## config.mk

```make
export PLATFORM = sky130hd
export DESIGN_NAME = wsi_wait_inserter
export DESIGN_NICKNAME = d
export VERILOG_FILES = /design/src/rtl/wsi_pkg.sv /design/src/rtl/wsi_factor_sel.sv /design/src/rtl/wsi_mode_track.sv /design/src/rtl/wsi_access_cnt.sv /design/src/rtl/wsi_wait_inserter.sv
export SDC_FILE = /design/constraint.sdc
export NUM_CORES = 1
export LEC_CHECK = 0
export CORE_MARGIN = 2
export CORE_UTILIZATION = 45
export DETAILED_ROUTE_END_ITERATION = 12
export GPL_TIMING_DRIVEN = 0
export PLACE_DENSITY_LB_ADDON = 0.08
export SYNTH_ARGS = -nofsm -noshare
export SYNTH_HDL_FRONTEND = slang
export SYNTH_HIERARCHICAL = 1
export SYNTH_SLANG_ARGS = --single-unit
```

## constraint.sdc

```tcl
create_clock -name clk -period 2.15 [get_ports clk]
set_clock_uncertainty 0.1 [all_clocks]
set_input_delay 0.3225 -clock clk [delete_from_list [all_inputs] [get_ports clk]]
set_output_delay 0.3225 -clock clk [all_outputs]
set_load 0.1 [all_outputs]
```

## src/rtl/wsi_pkg.sv

```systemverilog
package wsi_pkg;

   // Mode inputs sampled together; a change in any field restarts the count
   typedef struct packed {
      logic slow;
      logic mapper;
      logic window;
      logic fast;
   } wsi_mode_t;

   localparam int unsigned MODE_W = $bits(wsi_mode_t);

   // A factor of 1 would allow back-to-back stalls; 0 means "never stall"
   function automatic bit factor_ok(input int unsigned f, input int unsigned cnt_w);
      return (f == 0) || ((f >= 2) && (f < (1 << cnt_w)));
   endfunction

endpackage

```

## src/rtl/wsi_factor_sel.sv

```systemverilog
module wsi_factor_sel
   import wsi_pkg::*;
#(
   parameter int unsigned CNT_W         = 4,
   parameter int unsigned FAC_PLAIN     = 3,
   parameter int unsigned FAC_PLAIN_FST = 2,
   parameter int unsigned FAC_MAP       = 3,
   parameter int unsigned FAC_MAP_FST   = 0
) (
   input  wsi_mode_t        mode_i,
   output logic [CNT_W-1:0] factor_o,
   output logic             active_o
);

   localparam logic [CNT_W-1:0] F_PLAIN     = CNT_W'(FAC_PLAIN);
   localparam logic [CNT_W-1:0] F_PLAIN_FST = CNT_W'(FAC_PLAIN_FST);
   localparam logic [CNT_W-1:0] F_MAP       = CNT_W'(FAC_MAP);
   localparam logic [CNT_W-1:0] F_MAP_FST   = CNT_W'(FAC_MAP_FST);

   logic mapped;
   logic [CNT_W-1:0] fac;

   assign mapped = mode_i.mapper | mode_i.window;

   always_comb begin
      if (mode_i.slow) begin
         fac = '0;
      end else if (mapped) begin
         fac = mode_i.fast ? F_MAP_FST : F_MAP;
      end else begin
         fac = mode_i.fast ? F_PLAIN_FST : F_PLAIN;
      end
   end

   assign factor_o = fac;
   assign active_o = (fac != '0);

endmodule

```

## src/rtl/wsi_mode_track.sv

```systemverilog
module wsi_mode_track
   import wsi_pkg::*;
(
   input  logic      clk,
   input  logic      rst_n,
   input  wsi_mode_t mode_i,
   output logic      change_o
);

   logic [MODE_W-1:0] cur;
   logic [MODE_W-1:0] prev_q;
   logic [MODE_W-1:0] bit_chg;

   assign cur = mode_i;

   // Per-field edge detection
   for (genvar i = 0; i < MODE_W; i++) begin : g_bit
      always_ff @(posedge clk) begin
         if (!rst_n) begin
            prev_q[i] <= 1'b0;
         end else begin
            prev_q[i] <= cur[i];
         end
      end
      assign bit_chg[i] = cur[i] ^ prev_q[i];
   end

   assign change_o = |bit_chg;

endmodule

```

## src/rtl/wsi_access_cnt.sv

```systemverilog
module wsi_access_cnt #(
   parameter int unsigned CNT_W = 4
) (
   input  logic             clk,
   input  logic             rst_n,
   input  logic             acc_i,
   input  logic             clear_i,
   input  logic [CNT_W-1:0] factor_i,
   input  logic             active_i,
   output logic             stall_o,
   output logic             phase_o
);

   logic [CNT_W-1:0] cnt_q;
   logic [CNT_W-1:0] base;
   logic [CNT_W:0]   nxt;
   logic             hit;
   logic             stall_q;
   logic             phase_q;

   // A mode change drops the old count before this edge's access is added
   assign base = clear_i ? '0 : cnt_q;
   assign nxt  = {1'b0, base} + {{CNT_W{1'b0}}, 1'b1};
   assign hit  = acc_i && active_i && (nxt >= {1'b0, factor_i});

   always_ff @(posedge clk) begin
      if (!rst_n) begin
         cnt_q   <= '0;
         stall_q <= 1'b0;
         phase_q <= 1'b0;
      end else begin
         stall_q <= hit;
         if (hit) begin
            cnt_q   <= '0;
            phase_q <= ~phase_q;
         end else if (acc_i && active_i) begin
            cnt_q <= nxt[CNT_W-1:0];
         end else if (acc_i) begin
            cnt_q <= '0;
         end else begin
            cnt_q <= base;
         end
      end
   end

   assign stall_o = stall_q;
   assign phase_o = phase_q;

endmodule

```

## src/rtl/wsi_wait_inserter.sv

```systemverilog
module wsi_wait_inserter
   import wsi_pkg::*;
#(
   parameter int unsigned CNT_W         = 4,
   parameter int unsigned FAC_PLAIN     = 3,
   parameter int unsigned FAC_PLAIN_FST = 2,
   parameter int unsigned FAC_MAP       = 3,
   parameter int unsigned FAC_MAP_FST   = 0
) (
   input  logic clk,
   input  logic rst_n,
   input  logic slow_sel,
   input  logic mapper_en,
   input  logic window_en,
   input  logic fast_sel,
   input  logic acc_stb,
   output logic stall_req,
   output logic wait_phase
);

   if (CNT_W < 2) begin : g_bad_width
      $error("wsi_wait_inserter: CNT_W must be at least 2");
   end
   if (!factor_ok(FAC_PLAIN, CNT_W) || !factor_ok(FAC_PLAIN_FST, CNT_W) ||
       !factor_ok(FAC_MAP, CNT_W)   || !factor_ok(FAC_MAP_FST, CNT_W)) begin : g_bad_factor
      $error("wsi_wait_inserter: each factor must be 0 or in 2..2**CNT_W-1");
   end

   wsi_mode_t        mode;
   logic             mode_chg;
   logic [CNT_W-1:0] factor;
   logic             active;

   assign mode = '{slow: slow_sel, mapper: mapper_en, window: window_en, fast: fast_sel};

   wsi_mode_track u_track (
      .clk      (clk),
      .rst_n    (rst_n),
      .mode_i   (mode),
      .change_o (mode_chg)
   );

   wsi_factor_sel #(
      .CNT_W         (CNT_W),
      .FAC_PLAIN     (FAC_PLAIN),
      .FAC_PLAIN_FST (FAC_PLAIN_FST),
      .FAC_MAP       (FAC_MAP),
      .FAC_MAP_FST   (FAC_MAP_FST)
   ) u_sel (
      .mode_i   (mode),
      .factor_o (factor),
      .active_o (active)
   );

   wsi_access_cnt #(
      .CNT_W (CNT_W)
   ) u_cnt (
      .clk      (clk),
      .rst_n    (rst_n),
      .acc_i    (acc_stb),
      .clear_i  (mode_chg),
      .factor_i (factor),
      .active_i (active),
      .stall_o  (stall_req),
      .phase_o  (wait_phase)
   );

endmodule

```

==> report_table.html <==
<table>
<tr><th>Metric</th><th>Value</th></tr>
<tr><th colspan="2">Status</th></tr>
<tr><td>Status</td><td>finished with violations</td></tr>
<tr><td>Failing checks</td><td>negative setup slack</td></tr>
<tr><th colspan="2">Logic synthesis</th></tr>
<tr><td>Adder and majority cell fraction of the synthesized area</td><td>between 10% and 20%</td></tr>
<tr><td>Synth Area in Compound Gates</td><td>13.6%</td></tr>
<tr><td>Largest family of logic cells by synthesized area</td><td>simple AND/OR/NAND/NOR gates</td></tr>
<tr><td>Simple-gate share of the synthesized area</td><td>between 20% and 30%</td></tr>
<tr><td>Number of distinct library cells after synthesis</td><td>27</td></tr>
<tr><td>Count of state elements after synthesis</td><td>10</td></tr>
<tr><td>Sequential-to-total area share from yosys stat</td><td>approximately 33%</td></tr>
<tr><td>Post-synthesis xor/xnor area fraction</td><td>around 8.7%</td></tr>
<tr><td>Gate Count Post-Synth</td><td>69</td></tr>
<tr><td>Cell Area, Synth</td><td>between 600 and 700 µm²</td></tr>
<tr><td>Count of yosys warnings during synthesis</td><td>6</td></tr>
<tr><td>Mean area per synthesized cell</td><td>8.79 µm²</td></tr>
<tr><td>Share of synthesized area spent on multiplexers</td><td>~3.5%</td></tr>
<tr><th colspan="2">Min path</th></tr>
<tr><td>Hold Crit Start</td><td>slow_sel</td></tr>
<tr><td>Number of cells on the worst hold path</td><td>2</td></tr>
<tr><td>Worst hold path endpoint</td><td>u_track/prev_q[3]$_SDFF_PN0_</td></tr>
<tr><td>Worst Hold Class</td><td>input pin to flip-flop</td></tr>
<tr><th colspan="2">Placement</th></tr>
<tr><td>Final weighted congestion in routability-driven placement</td><td>0.701</td></tr>
<tr><td>Total half-perimeter wirelength after legalization and detailed placement</td><td>817 µm</td></tr>
<tr><td>Number of port buffers</td><td>7</td></tr>
<tr><th colspan="2">Die</th></tr>
<tr><td>Initial core utilization</td><td>a little under half</td></tr>
<tr><td>Placeable core region</td><td>between 1000 and 1500 µm²</td></tr>
<tr><td>Overall die area</td><td>roughly 1700 µm²</td></tr>
<tr><td>DIE HEIGHT</td><td>between 40 and 50 µm</td></tr>
<tr><td>Die extent in x</td><td>40.7 µm</td></tr>
<tr><td>Row count</td><td>13</td></tr>
<tr><td>Count of boundary I/O pins</td><td>9</td></tr>
<tr><th colspan="2">Clocking</th></tr>
<tr><td>Source-to-sink clock delay at the later pin of the worst-skew pair</td><td>around 0.27 ns</td></tr>
<tr><td>TritonCTS buffer count</td><td>3</td></tr>
<tr><td>CTS H-tree depth</td><td>1</td></tr>
<tr><td>Clock tree from TritonCTS</td><td>built</td></tr>
<tr><td>Library cell used as clock root buffer</td><td>clkbuf_4</td></tr>
<tr><td>Clock sink count</td><td>10</td></tr>
<tr><td>Clk slew on worst S/H paths</td><td>0.08 ns</td></tr>
<tr><td>Number of buffers on the longest clock path</td><td>2</td></tr>
<tr><th colspan="2">STA</th></tr>
<tr><td>Final Cycle Share</td><td>109%</td></tr>
<tr><td>Hold Violations, Final</td><td>0</td></tr>
<tr><td>Unrepaired setup endpoints after global routing</td><td>true</td></tr>
<tr><td>Worst relative slew slack</td><td>between 30% and 40%</td></tr>
<tr><td>Hold Worst Slack</td><td>0.286 ns</td></tr>
<tr><td>Final count of negative-setup-slack endpoints</td><td>6</td></tr>
<tr><td>Number of pins with negative max-slew slack in the final report</td><td>0</td></tr>
<tr><td>Final Worst Setup Slack</td><td>-0.193 ns</td></tr>
<tr><td>Transition time of the tightest slew-check pin</td><td>slightly below 1 ns</td></tr>
<tr><td>TNS Setup</td><td>-1.06 ns</td></tr>
<tr><td>Period minus WS final</td><td>2.34 ns</td></tr>
<tr><td>Max Freq</td><td>about 430 MHz</td></tr>
<tr><th colspan="2">Setup path</th></tr>
<tr><td>Worst Reg2Reg Path Length in Cells</td><td>10</td></tr>
<tr><td>Maximum fanout along the worst path</td><td>4</td></tr>
<tr><td>Number of buffers and inverters on the critical path</td><td>1</td></tr>
<tr><td>Slowest CP cell</td><td>dfxtp_2</td></tr>
<tr><td>R2R Path Start</td><td>u_track/prev_q[1]$_SDFF_PN0_</td></tr>
<tr><td>Crit-path leading delay family</td><td>compound AO/OA/AOI/OAI gates</td></tr>
<tr><td>Critical-path cell list</td><td>xnor2_2 -&gt; nand4_1 -&gt; buf_4 -&gt; nand2b_2 -&gt; xnor2_4 -&gt; ha_4 -&gt; a21o_1 -&gt; a31oi_4 -&gt; o221ai_4 -&gt; nor2b_1</td></tr>
<tr><td>Terminus of the critical flop-to-flop path</td><td>u_cnt/cnt_q[3]$_SDFF_PP0_</td></tr>
<tr><td>WP depth</td><td>10</td></tr>
<tr><td>Setup slack of the most critical reg-to-reg path</td><td>-0.19 ns</td></tr>
<tr><td>Data arrival time at the worst-slack endpoint</td><td>~2.5 ns</td></tr>
<tr><td>Delay of the slowest cell on the worst path</td><td>between 0.3 and 0.4 ns</td></tr>
<tr><td>CP Class</td><td>flip-flop to flip-flop</td></tr>
<tr><td>Req. time, crit path</td><td>between 2 and 2.5 ns</td></tr>
<tr><td>Endpoint class of the critical path</td><td>flip-flop</td></tr>
<tr><td>Startpoint type of the worst setup path</td><td>flip-flop</td></tr>
<tr><th colspan="2">Power</th></tr>
<tr><td>Leak</td><td>between 0.4 and 0.5 nW</td></tr>
<tr><td>P per Cell Area</td><td>roughly 470 nW/µm²</td></tr>
<tr><td>Maximum VDD drop</td><td>~330 µV</td></tr>
<tr><th colspan="2">GRT</th></tr>
<tr><td>Largest net degree at the start of global routing</td><td>10</td></tr>
<tr><td>Combined global-route utilization of all metal layers</td><td>a little under 20%</td></tr>
<tr><td>Vias in the first global route</td><td>slightly below 500</td></tr>
<tr><td>Overflow left after global routing</td><td>0</td></tr>
<tr><td>Antenna violations before repair</td><td>0</td></tr>
<tr><td>Global-route wire length before repair</td><td>2.10 mm</td></tr>
<tr><th colspan="2">Route</th></tr>
<tr><td>ANT nets after route</td><td>0</td></tr>
<tr><td>Number of iterations in the first detailed-routing pass</td><td>4</td></tr>
<tr><td>Drt via density</td><td>5.35</td></tr>
<tr><td>First DRT Iteration DRCs</td><td>4</td></tr>
<tr><td>Routed length per placed instance</td><td>approximately 16 µm</td></tr>
<tr><td>Via total after detailed routing</td><td>between 500 and 600</td></tr>
<tr><td>Drt total wl</td><td>~1.7 mm</td></tr>
<tr><td>Remaining DRCs</td><td>0</td></tr>
<tr><th colspan="2">Finish</th></tr>
<tr><td>Synthesis-to-finish area growth</td><td>65.2%</td></tr>
<tr><td>Number of nets in the final layout</td><td>roughly 110</td></tr>
<tr><td>Antenna Diode Count</td><td>0</td></tr>
<tr><td>Share of cells above drive strength 1</td><td>between 50% and 60%</td></tr>
<tr><th colspan="2">Job</th></tr>
<tr><td>Max-cap check violation count</td><td>0</td></tr>
</table>
routing by layer:
layer  global-route usage (%)  share of wire (%)
met2                     33.3                 54
met3                     3.26                3.0
met1                     25.2                 41
met5                        0                  0
met4                     5.83                1.8
through the flow:
| step | area (µm²) | setup slack, ns | cells | utilization (%) | power [mW] |
|---|---|---|---|---|---|
| finish | 1000 | -0.193 | 109 | 78.0 | 0.470 |
| global route | 1000 | -0.322 | 109 | 78.0 | 0.483 |
| CTS | 882 | -0.186 | 107 | 68.6 | 0.451 |
| detailed placement | 733 | -0.985 | 92 | 57.1 | 0.260 |
| global placement | 733 | -0.994 | 92 | 57.1 | 0.259 |
| floorplan | 644 | -0.154 | 70 | - | 0.239 |
how the worst max path moves through the flow:
stage	to	slack [ns]	startpoint
2_1_floorplan	u_cnt/stall_o$_SDFF_PN0_	-0.15	u_track/prev_q[1]$_SDFF_PN0_
3_5_place_dp	u_cnt/cnt_q[3]$_SDFF_PP0_	-0.99	slow_sel
6_report	u_cnt/cnt_q[3]$_SDFF_PP0_	-0.19	u_track/prev_q[1]$_SDFF_PN0_
4_1_cts	u_cnt/cnt_q[3]$_SDFF_PP0_	-0.19	u_track/prev_q[1]$_SDFF_PN0_
3_3_place_gp	u_cnt/cnt_q[3]$_SDFF_PP0_	-0.99	slow_sel
5_1_grt	u_cnt/cnt_q[3]$_SDFF_PP0_	-0.32	u_track/prev_q[1]$_SDFF_PN0_
sequential cells by signal, indices dropped and copies added (netlist names):
register / count
u_cnt/phase_o: 1
u_cnt/cnt_q: 4
u_cnt/stall_o: 1
u_track/prev_q: 4
what timing repair did:
| item | in CTS | in global routing |
|---|---|---|
| resized for setup | 15 | 20 |
| setup endpoints to repair | 7 | 7 |
| gates cloned | 0 | 0 |
| setup buffers | 11 | 3 |
| hold buffers | 0 | 0 |
| pin swaps | 8 | 12 |
layout make-up:
class,instances,area (µm²)
Buffer,3,20.0
Clock buffer,4,36.3
Fill cell,93,283
Inverter,4,15.0
Multi-Input combinational cell,53,537
Sequential cell,10,205
Tap cell,15,18.8
Timing Repair Buffer,20,170
cells in the final DEF, fill, tap and decap left out, drive strengths merged, types with 2 or more instances in the layout:
| cell type | netlist | routed |
|---|---|---|
| buf | 3 | 16 |
| dfxtp | 10 | 10 |
| nor2 | 9 | 9 |
| and2 | 5 | 5 |
| xnor2 | 5 | 5 |
| clkbuf | 0 | 5 |
| nor2b | 5 | 5 |
| ha | 5 | 5 |
| inv | 4 | 4 |
| nand2 | 3 | 3 |
| clkdlybuf4s15 | 0 | 3 |
| nand3 | 3 | 3 |
| nand2b | 3 | 3 |
| a31oi | 3 | 3 |
| conb | 1 | 2 |
where the power goes:
| part | switching (mW) | leakage (nW) | internal [mW] | total, mW |
|---|---|---|---|---|
| clock | 0.0803 | 0.0210 | 0.103 | 0.183 |
| sequential | 0.00387 | 0.0829 | 0.191 | 0.195 |
| combinational | 0.0454 | 0.310 | 0.0461 | 0.0915 |
Yosys cell counts:
cell / n / area [µm²]
nand2_1: 3 / 11.3
o221ai_2: 1 / 15.0
mux2_2: 1 / 11.3
xor2_1: 1 / 8.76
dfxtp_1: 10 / 200
ha_1: 5 / 62.6
a21o_1: 1 / 7.51
buf_2: 1 / 5.00
o22ai_1: 1 / 6.26
a41oi_2: 1 / 16.3
and2_2: 1 / 7.51
a31oi_1: 2 / 12.5
nand2b_1: 3 / 18.8
o21a_1: 1 / 7.51
xnor2_1: 5 / 43.8
nand4_1: 1 / 6.26
nand3_1: 3 / 15.0
inv_2: 1 / 3.75
inv_1: 3 / 11.3
nor2b_1: 5 / 31.3
buf_4: 2 / 15.0
and2_1: 4 / 25.0
a31oi_2: 1 / 12.5
conb_1: 1 / 3.75
nor2_1: 9 / 33.8
o21ai_0: 1 / 5.00
mux2i_1: 1 / 10.0
cell families after synthesis:
logic type               Yosys count
AND/OR/NAND/NOR                   29
flip-flops                        10
AO/OA/AOI/OAI                      9
buffers and inverters              7
XOR/XNOR                           6
adder cells (fa/ha/maj)            5
multiplexers                       2
other                              1
No activity file was read; power rests on OpenSTA's default activity.
